`config.mk`:
```
export PLATFORM = sky130hd
export DESIGN_NAME = isa_host_window
export DESIGN_NICKNAME = d
export VERILOG_FILES = /design/src/rtl/isa_win_pkg.sv /design/src/rtl/isa_win_sigid.sv /design/src/rtl/isa_win_link.sv /design/src/rtl/isa_win_irq.sv /design/src/rtl/isa_host_window.sv
export SDC_FILE = /design/constraint.sdc
export NUM_CORES = 1
export LEC_CHECK = 0
export ABC_AREA = 1
export BUFFER_PORTS_ARGS = -buffer_cell sky130_fd_sc_hd__buf_2
export CORE_MARGIN = 2
export CORE_UTILIZATION = 25
export CTS_CLUSTER_DIAMETER = 40
export DETAILED_ROUTE_END_ITERATION = 8
export MAX_ROUTING_LAYER = met4
export PLACE_DENSITY = 0.46
export SYNTH_ARGS = -nofsm -noshare
export SYNTH_HDL_FRONTEND = slang
export SYNTH_SLANG_ARGS = --single-unit
```
`constraint.sdc`:
```
create_clock -name clk -period 1.8 [get_ports clk]
set_input_delay 0.36 -clock clk [delete_from_list [all_inputs] [get_ports clk]]
set_output_delay 0.36 -clock clk [all_outputs]
set_load 0.03 [all_outputs]
```
`src/rtl/isa_win_pkg.sv`:
```
package isa_win_pkg;
  localparam int BYTE_W = 8;
  localparam int SEL_W  = 3;

  localparam logic [2:0] OFS_CFG   = 3'd0;
  localparam logic [2:0] OFS_ISR   = 3'd1;
  localparam logic [2:0] OFS_EEP   = 3'd2;
  localparam logic [2:0] OFS_EEN   = 3'd3;
  localparam logic [2:0] OFS_DIN   = 3'd4;
  localparam logic [2:0] OFS_DOUT  = 3'd5;
  localparam logic [2:0] OFS_ISTAT = 3'd6;
  localparam logic [2:0] OFS_OSTAT = 3'd7;

  localparam logic [SEL_W-1:0] LINE_NONE = '1;

  typedef struct packed {
    logic             srst;
    logic             pulse;
    logic [SEL_W-1:0] line;
    logic             rsvd;
    logic             wait_en;
    logic             perr_en;
  } cfg_t;

  localparam cfg_t CFG_RESET = '{srst: 1'b0, pulse: 1'b0, line: LINE_NONE,
                                 rsvd: 1'b0, wait_en: 1'b0, perr_en: 1'b0};
endpackage

```
`src/rtl/isa_win_sigid.sv`:
```
module isa_win_sigid #(
  parameter int          SIG_W   = 16,
  parameter logic [15:0] SIG_VAL = 16'h0201
) (
  input  logic clk,
  input  logic rst_n,
  input  logic restart,
  input  logic advance,
  output logic bit_o
);
  localparam int PW = $clog2(SIG_W + 1);
  localparam int IW = $clog2(SIG_W);
  localparam logic [PW-1:0] LAST = PW'(SIG_W);

  logic [PW-1:0]    ptr;
  logic [SIG_W-1:0] pattern;

  assign pattern = SIG_VAL[SIG_W-1:0];

  always_ff @(posedge clk or negedge rst_n) begin
    if (!rst_n)                      ptr <= '0;
    else if (restart)                ptr <= '0;
    else if (advance && ptr != LAST) ptr <= ptr + 1'b1;
  end

  assign bit_o = (ptr != LAST) ? pattern[ptr[IW-1:0]] : 1'b0;
endmodule

```
`src/rtl/isa_win_link.sv`:
```
module isa_win_link #(
  parameter int DW = 8
) (
  input  logic          clk,
  input  logic          rst_n,
  input  logic          in_valid,
  input  logic [DW-1:0] in_data,
  output logic          in_ready,
  input  logic          host_take,
  output logic          in_full,
  output logic [DW-1:0] in_byte,
  input  logic          host_put,
  input  logic [DW-1:0] host_byte,
  output logic          out_valid,
  output logic [DW-1:0] out_data,
  input  logic          out_ready,
  output logic          out_free
);
  assign in_ready  = !in_full;
  assign out_valid = !out_free;

  always_ff @(posedge clk or negedge rst_n) begin
    if (!rst_n) begin
      in_full <= 1'b0;
      in_byte <= '0;
    end else if (in_valid && in_ready) begin
      in_full <= 1'b1;
      in_byte <= in_data;
    end else if (host_take) begin
      in_full <= 1'b0;
    end
  end

  always_ff @(posedge clk or negedge rst_n) begin
    if (!rst_n) begin
      out_free <= 1'b1;
      out_data <= '0;
    end else if (host_put && out_free) begin
      out_free <= 1'b0;
      out_data <= host_byte;
    end else if (out_valid && out_ready) begin
      out_free <= 1'b1;
    end
  end
endmodule

```
`src/rtl/isa_win_irq.sv`:
```
module isa_win_irq #(
  parameter int SEL_W     = 3,
  parameter int PULSE_LEN = 4
) (
  input  logic                 clk,
  input  logic                 rst_n,
  input  logic                 req,
  input  logic                 pulse_mode,
  input  logic [SEL_W-1:0]     sel,
  output logic [2**SEL_W-2:0]  lines
);
  localparam int NL = 2**SEL_W - 1;
  localparam int CW = $clog2(PULSE_LEN + 1);

  logic          req_q;
  logic [CW-1:0] cnt;
  logic          active;

  always_ff @(posedge clk or negedge rst_n) begin
    if (!rst_n) begin
      req_q <= 1'b0;
      cnt   <= '0;
    end else begin
      req_q <= req;
      if (req && !req_q && cnt == '0) cnt <= CW'(PULSE_LEN);
      else if (cnt != '0)             cnt <= cnt - 1'b1;
    end
  end

  assign active = pulse_mode ? (cnt != '0) : req;

  for (genvar i = 0; i < NL; i++) begin : g_line
    assign lines[i] = active && (sel == SEL_W'(i));
  end
endmodule

```
`src/rtl/isa_host_window.sv`:
```
module isa_host_window
  import isa_win_pkg::*;
#(
  parameter int          SIG_WIDTH = 16,
  parameter logic [15:0] SIG_VALUE = 16'h0201,
  parameter int          PULSE_LEN = 4
) (
  input  logic        clk,
  input  logic        rst_n,
  input  logic [2:0]  host_addr,
  input  logic        host_rd,
  input  logic        host_wr,
  input  logic [7:0]  host_wdata,
  output logic [7:0]  host_rdata,
  output logic        host_wait,
  output logic [6:0]  irq_lines,
  output logic        cpu_reset,
  input  logic        err_in,
  input  logic        ee_do,
  output logic        ee_di,
  output logic        ee_clk,
  output logic        ee_cs,
  output logic        ee_hold,
  input  logic        link_in_valid,
  input  logic [7:0]  link_in_data,
  output logic        link_in_ready,
  output logic        link_out_valid,
  output logic [7:0]  link_out_data,
  input  logic        link_out_ready
);
  cfg_t       cfg_q;
  logic [3:0] eep_q;
  logic       in_ie, out_ie, err_q;
  logic       in_full, out_free, sig_bit;
  logic [7:0] in_byte;
  logic       wr_cfg, wr_eep, wr_ist, wr_ost, wr_dout, rd_din, rd_isr;
  logic       err_int, in_int, out_int, irq_req;

  assign wr_cfg  = host_wr && host_addr == OFS_CFG;
  assign wr_eep  = host_wr && host_addr == OFS_EEP;
  assign wr_ist  = host_wr && host_addr == OFS_ISTAT;
  assign wr_ost  = host_wr && host_addr == OFS_OSTAT;
  assign wr_dout = host_wr && host_addr == OFS_DOUT;
  assign rd_din  = host_rd && host_addr == OFS_DIN;
  assign rd_isr  = host_rd && host_addr == OFS_ISR;

  always_ff @(posedge clk or negedge rst_n) begin
    if (!rst_n) begin
      cfg_q  <= CFG_RESET;
      eep_q  <= '0;
      in_ie  <= 1'b0;
      out_ie <= 1'b0;
      err_q  <= 1'b0;
    end else begin
      err_q <= err_in;
      if (wr_cfg) begin
        cfg_q      <= cfg_t'(host_wdata);
        cfg_q.rsvd <= 1'b0;
      end
      if (wr_eep) eep_q  <= host_wdata[4:1];
      if (wr_ist) in_ie  <= host_wdata[1];
      if (wr_ost) out_ie <= host_wdata[1];
    end
  end

  isa_win_sigid #(.SIG_W(SIG_WIDTH), .SIG_VAL(SIG_VALUE)) u_sigid (
    .clk(clk), .rst_n(rst_n), .restart(cfg_q.srst), .advance(rd_isr),
    .bit_o(sig_bit)
  );

  isa_win_link #(.DW(BYTE_W)) u_link (
    .clk(clk), .rst_n(rst_n),
    .in_valid(link_in_valid), .in_data(link_in_data), .in_ready(link_in_ready),
    .host_take(rd_din), .in_full(in_full), .in_byte(in_byte),
    .host_put(wr_dout), .host_byte(host_wdata),
    .out_valid(link_out_valid), .out_data(link_out_data),
    .out_ready(link_out_ready), .out_free(out_free)
  );

  assign err_int = err_q && cfg_q.perr_en;
  assign in_int  = in_full && in_ie;
  assign out_int = out_free && out_ie;
  assign irq_req = err_int || in_int || out_int;

  isa_win_irq #(.SEL_W(SEL_W), .PULSE_LEN(PULSE_LEN)) u_irq (
    .clk(clk), .rst_n(rst_n), .req(irq_req), .pulse_mode(cfg_q.pulse),
    .sel(cfg_q.line), .lines(irq_lines)
  );

  always_comb begin
    case (host_addr)
      OFS_CFG:   host_rdata = cfg_q;
      OFS_ISR:   host_rdata = {3'b000, err_q, sig_bit, in_int, out_int, err_int};
      OFS_EEP:   host_rdata = {3'b000, eep_q, ee_do};
      OFS_DIN:   host_rdata = in_byte;
      OFS_ISTAT: host_rdata = {6'b0, in_ie, in_full};
      OFS_OSTAT: host_rdata = {6'b0, out_ie, out_free};
      default:   host_rdata = 8'h00;
    endcase
  end

  assign host_wait = cfg_q.wait_en && (host_rd || host_wr);
  assign cpu_reset = cfg_q.srst;
  assign ee_di     = eep_q[0];
  assign ee_clk    = eep_q[1];
  assign ee_cs     = eep_q[2];
  assign ee_hold   = eep_q[3];
endmodule

```
==> impl_summary.txt <==
----------------------------------------------------
[Run status]
  Result of the run ... complete, but fails checks
  Violations in the final reports ... setup timing

[Global routing]
  Wire length of the first global-routing pass ... 9160 µm
  Total congestion overflow after global routing ... 0
  Via count of the first global-routing pass ... between 1500 and 2000
  Largest net degree at the start of global routing ... 42
  Initial antenna violation count ... 0
  GR Util All Layers ... a little over an eighth

[Clock tree]
  Sinks on Clock Net ... between 40 and 50
  Worst-Skew Late Latency ... 290 ps
  CTS hold repair buffers ... 0
  Clock root buffer ... sky130_fd_sc_hd__clkbuf_8
  Maximum buffer depth of the clock tree ... 2
  Number of H-tree branching levels ... 2
  Number of buffers inserted during clock tree synthesis ... 5
  Reg clk slew, reported paths ... around 80 ps
  Clock tree from TritonCTS ... built

[Timing]
  Setup Skew ... roughly 4.5 ps
  Period minus WS final ... roughly 1800 ps
  Remaining max-slew budget at the tightest pin ... 74.5%
  Setup slack of the critical path after layout ... -14.9 ps
  Final Cycle Share ... 101%
  Final hold vios ... 0
  Slew of the pin with the lowest slew margin ... approximately 380 ps
  Setup repair after global routing missed its margin ... yes
  Pins Over Slew Limit ... 0
  Maximum achievable frequency ... 551 MHz
  Final sum of negative setup slack ... -14.9 ps
  Setup-violating endpoint count in the final report ... 1

[Setup path]
  Biggest cell delay along the critical path ... roughly 400 ps
  Largest fanout on the critical path ... 3
  Reg-to-reg critical path startpoint ... u_sigid.ptr[0]
  Critical path arrival ... roughly 1500 ps
  Nature of the critical path startpoint ... register
  Data required time of the critical path ... approximately 1400 ps
  Slack of the worst reg-to-reg path ... around 400 ps
  End of the worst register-to-register path ... u_sigid.ptr[2]
  FF-to-FF path depth ... 8
  CP Cell Sequence ... buf_6 -> ha_4 -> nand2_4 -> a21oi_4 -> nand3_2 -> nand3_2 -> buf_6
  Slowest cell on crit path ... sky130_fd_sc_hd__dfrtp_1
  Kind of critical path ... reg -> out
  Kind of end point of the critical path ... output port

[Die]
  Width of the die ... 95.8 µm
  Number of top-level design ports ... just under 60
  Y dimension of the die ... roughly 96 µm
  Die Outline Area ... just over 9000 µm²
  Row Count ... 33
  Initial standard-cell utilization of the core ... 25.8%
  Core area ... ~8000 µm²

[Synthesis]
  Register bit count reported by yosys ... between 40 and 50
  Post-Syn Area per Cell ... around 8 µm²
  Proportion of register bits with asynchronous set or reset after synthesis ... 100%
  Syn_nets ... between 200 and 300
  Synthesized instance count ... 258
  Number of distinct library cells after synthesis ... 22
  Most frequently used flop master after synthesis ... sky130_fd_sc_hd__dfrtp_1
  EDFF count, synth ... 0
  Area of the mapped netlist ... approximately 2100 µm²
  Sequential fraction of the synthesis area ... roughly 49%
  Ys Warns ... 0

[Placed design]
  HPWL after detailed placement ... roughly 4200 µm
  Setup slack at placement ... 50.8 ps
  Number of buffer cells added on primary ports ... 57
  Number of placed instances, taps included ... between 400 and 500
  Last weighted congestion value of the routability-driven placer ... about 0.82

[Cells and area]
  # fillers ... ~900
  Area growth from synthesis to final layout ... 37.6%
  Post-layout net count ... roughly 370
  Most frequent standard cell in the layout excluding fill and tap cells ... sky130_fd_sc_hd__nand2_1
  Finished Layout Cells ... 440
  Antenna diode count ... 0
  Proportion of layout cells with a drive suffix above 1 ... a little under two fifths
  Commonest cells after routing, fill and taps aside ... 62 x sky130_fd_sc_hd__nand2_1, 45 x sky130_fd_sc_hd__buf_2, 37 x sky130_fd_sc_hd__dfrtp_1

[Pwr]
  Power density normalized to cell area ... between 1000 and 1500 nW/µm²
  VDD IR max ... about 360 µV
  Reported leakage power ... around 1.5 nW

[Route]
  Number of detailed-routing iterations run before antenna repair ... 4
  Drt via density ... approximately 4.4
  Detailed-route wire length per cell ... 12.8 µm
  WL final ... between 5000 and 6000 µm
  DR vias ... around 1900
  Remaining number of nets flagged by the antenna check after routing ... 0
  Drt initial violations ... 42
  # DRC ... 0

[Flow run]
  MaxCap Viol Count ... 0

[Hold path]
  Worst min-delay path class ... in -> async

----------------------------------------------------
==> cell type report <==
| cell class | instances | area [µm²] | share of cell area (%) |
|---|---|---|---|
| tap | 105 | 131 | 4.53 |
| inverter | 34 | 128 | 4.40 |
| sequential | 41 | 1030 | 35.6 |
| timing repair buffer | 74 | 467 | 16.1 |
| clock inverter | 1 | 30.0 | 1.04 |
| multi-input combinational | 178 | 1030 | 35.4 |
| clock buffer | 7 | 86.3 | 2.98 |
==> sequential cells by signal (all words and copies together) (netlist names) <==
| register | count |
|---|---|
| eep_q | 4 |
| u_irq.cnt | 3 |
| u_sigid.ptr | 5 |
| cpu_reset | 1 |
| cfg_q | 6 |
| out_ie | 1 |
| u_irq.req_q | 1 |
| u_link.out_free | 1 |
| err_q | 1 |
| u_link.in_byte | 8 |
| in_ie | 1 |
| u_link.in_full | 1 |
| u_link.out_data | 8 |
==> repair_timing <==
item | CTS | global route
pin swaps | 9 | 9
setup endpoints to repair | 10 | 14
cloned | 0 | 0
buffers inserted | 7 | 5
endpoints found under the hold margin | 0 | 0
resized for setup | 34 | 15
==> worst max-delay path by stage <==
| stage | from | end | slack (ps) | cells past startpoint |
|---|---|---|---|---|
| after floorplan | host_addr[2] | host_rdata[5] | 50 | 4 |
| after global placement | host_addr[2] | host_rdata[1] | 60 | 8 |
| after detailed placement | host_addr[1] | host_rdata[0] | 50 | 9 |
| after CTS | u_sigid.ptr[0] | host_rdata[3] | -40 | 7 |
| after global routing | u_irq.cnt[0] | irq_lines[3] | -90 | 8 |
| final | u_sigid.ptr[0] | host_rdata[3] | -10 | 7 |
==> layer usage <==
| metal | vias up | global-route usage (%) | share of wire (%) |
|---|---|---|---|
| met1 | 885 | 18.0 | 48 |
| met2 | 44 | 20.6 | 45 |
| met4 | 0 | 3.93 | 2.1 |
| met5 | - | - | 0 |
| li1 | 978 | - | - |
| met3 | 9 | 2.58 | 4.5 |
==> logic make-up (layout without fill, tap and decap cells) <==
group | count (synthesis) | after routing | synth area share (%)
AOI/OAI and AO/OA | 33 | 33 | 8.19
xor gates and xnor gates | 2 | 2 | 0.832
adders and majority gates | 5 | 5 | 2.97
buffers and inverters | 39 | 116 | 7.84
DFF | 41 | 41 | 48.9
muxes | 8 | 8 | 4.28
and+or+nand+nor | 130 | 130 | 27.0
==> Yosys cell counts (all sizes together) (4+ instances only) <==
| master | count | area [µm²] |
|---|---|---|
| nand2 | 68 | 260 |
| dfrtp | 37 | 926 |
| inv | 34 | 128 |
| nor2 | 30 | 115 |
| nand3 | 22 | 110 |
| o21ai | 21 | 105 |
| a21oi | 9 | 45.0 |
| mux2 | 8 | 90.1 |
| nand4 | 8 | 50.1 |
| ha | 5 | 62.6 |
| buf | 4 | 33.8 |
| dfstp | 4 | 105 |
==> through the flow <==
step,utilization (%),instance area [µm²],hold slack (ps),power (mW)
floorplan,-,2110,64.4,2.07
global placement,31.0,2540,354,2.42
detailed placement,31.0,2540,354,2.43
CTS,34.5,2820,33.5,3.34
global route,35.5,2900,48.5,3.59
finish,35.5,2900,18.8,3.36
==> critical path, delay by kind of cell, from the launching register on <==
kind	cells	cell delay, ps
compound gates	1	150
fa+ha+maj	1	130
simple gates	3	230
buf+inv	2	260
flops	1	400
==> power by group <==
group | total (mW) | leakage (nW) | internal (mW) | switching, mW
clock | 0.765 | 0.0585 | 0.452 | 0.313
sequential | 1.37 | 0.489 | 1.18 | 0.185
combinational | 1.23 | 0.919 | 0.497 | 0.730
total | 3.36 | 1.47 | 2.13 | 1.23
(Power assumes the default switching activity.)
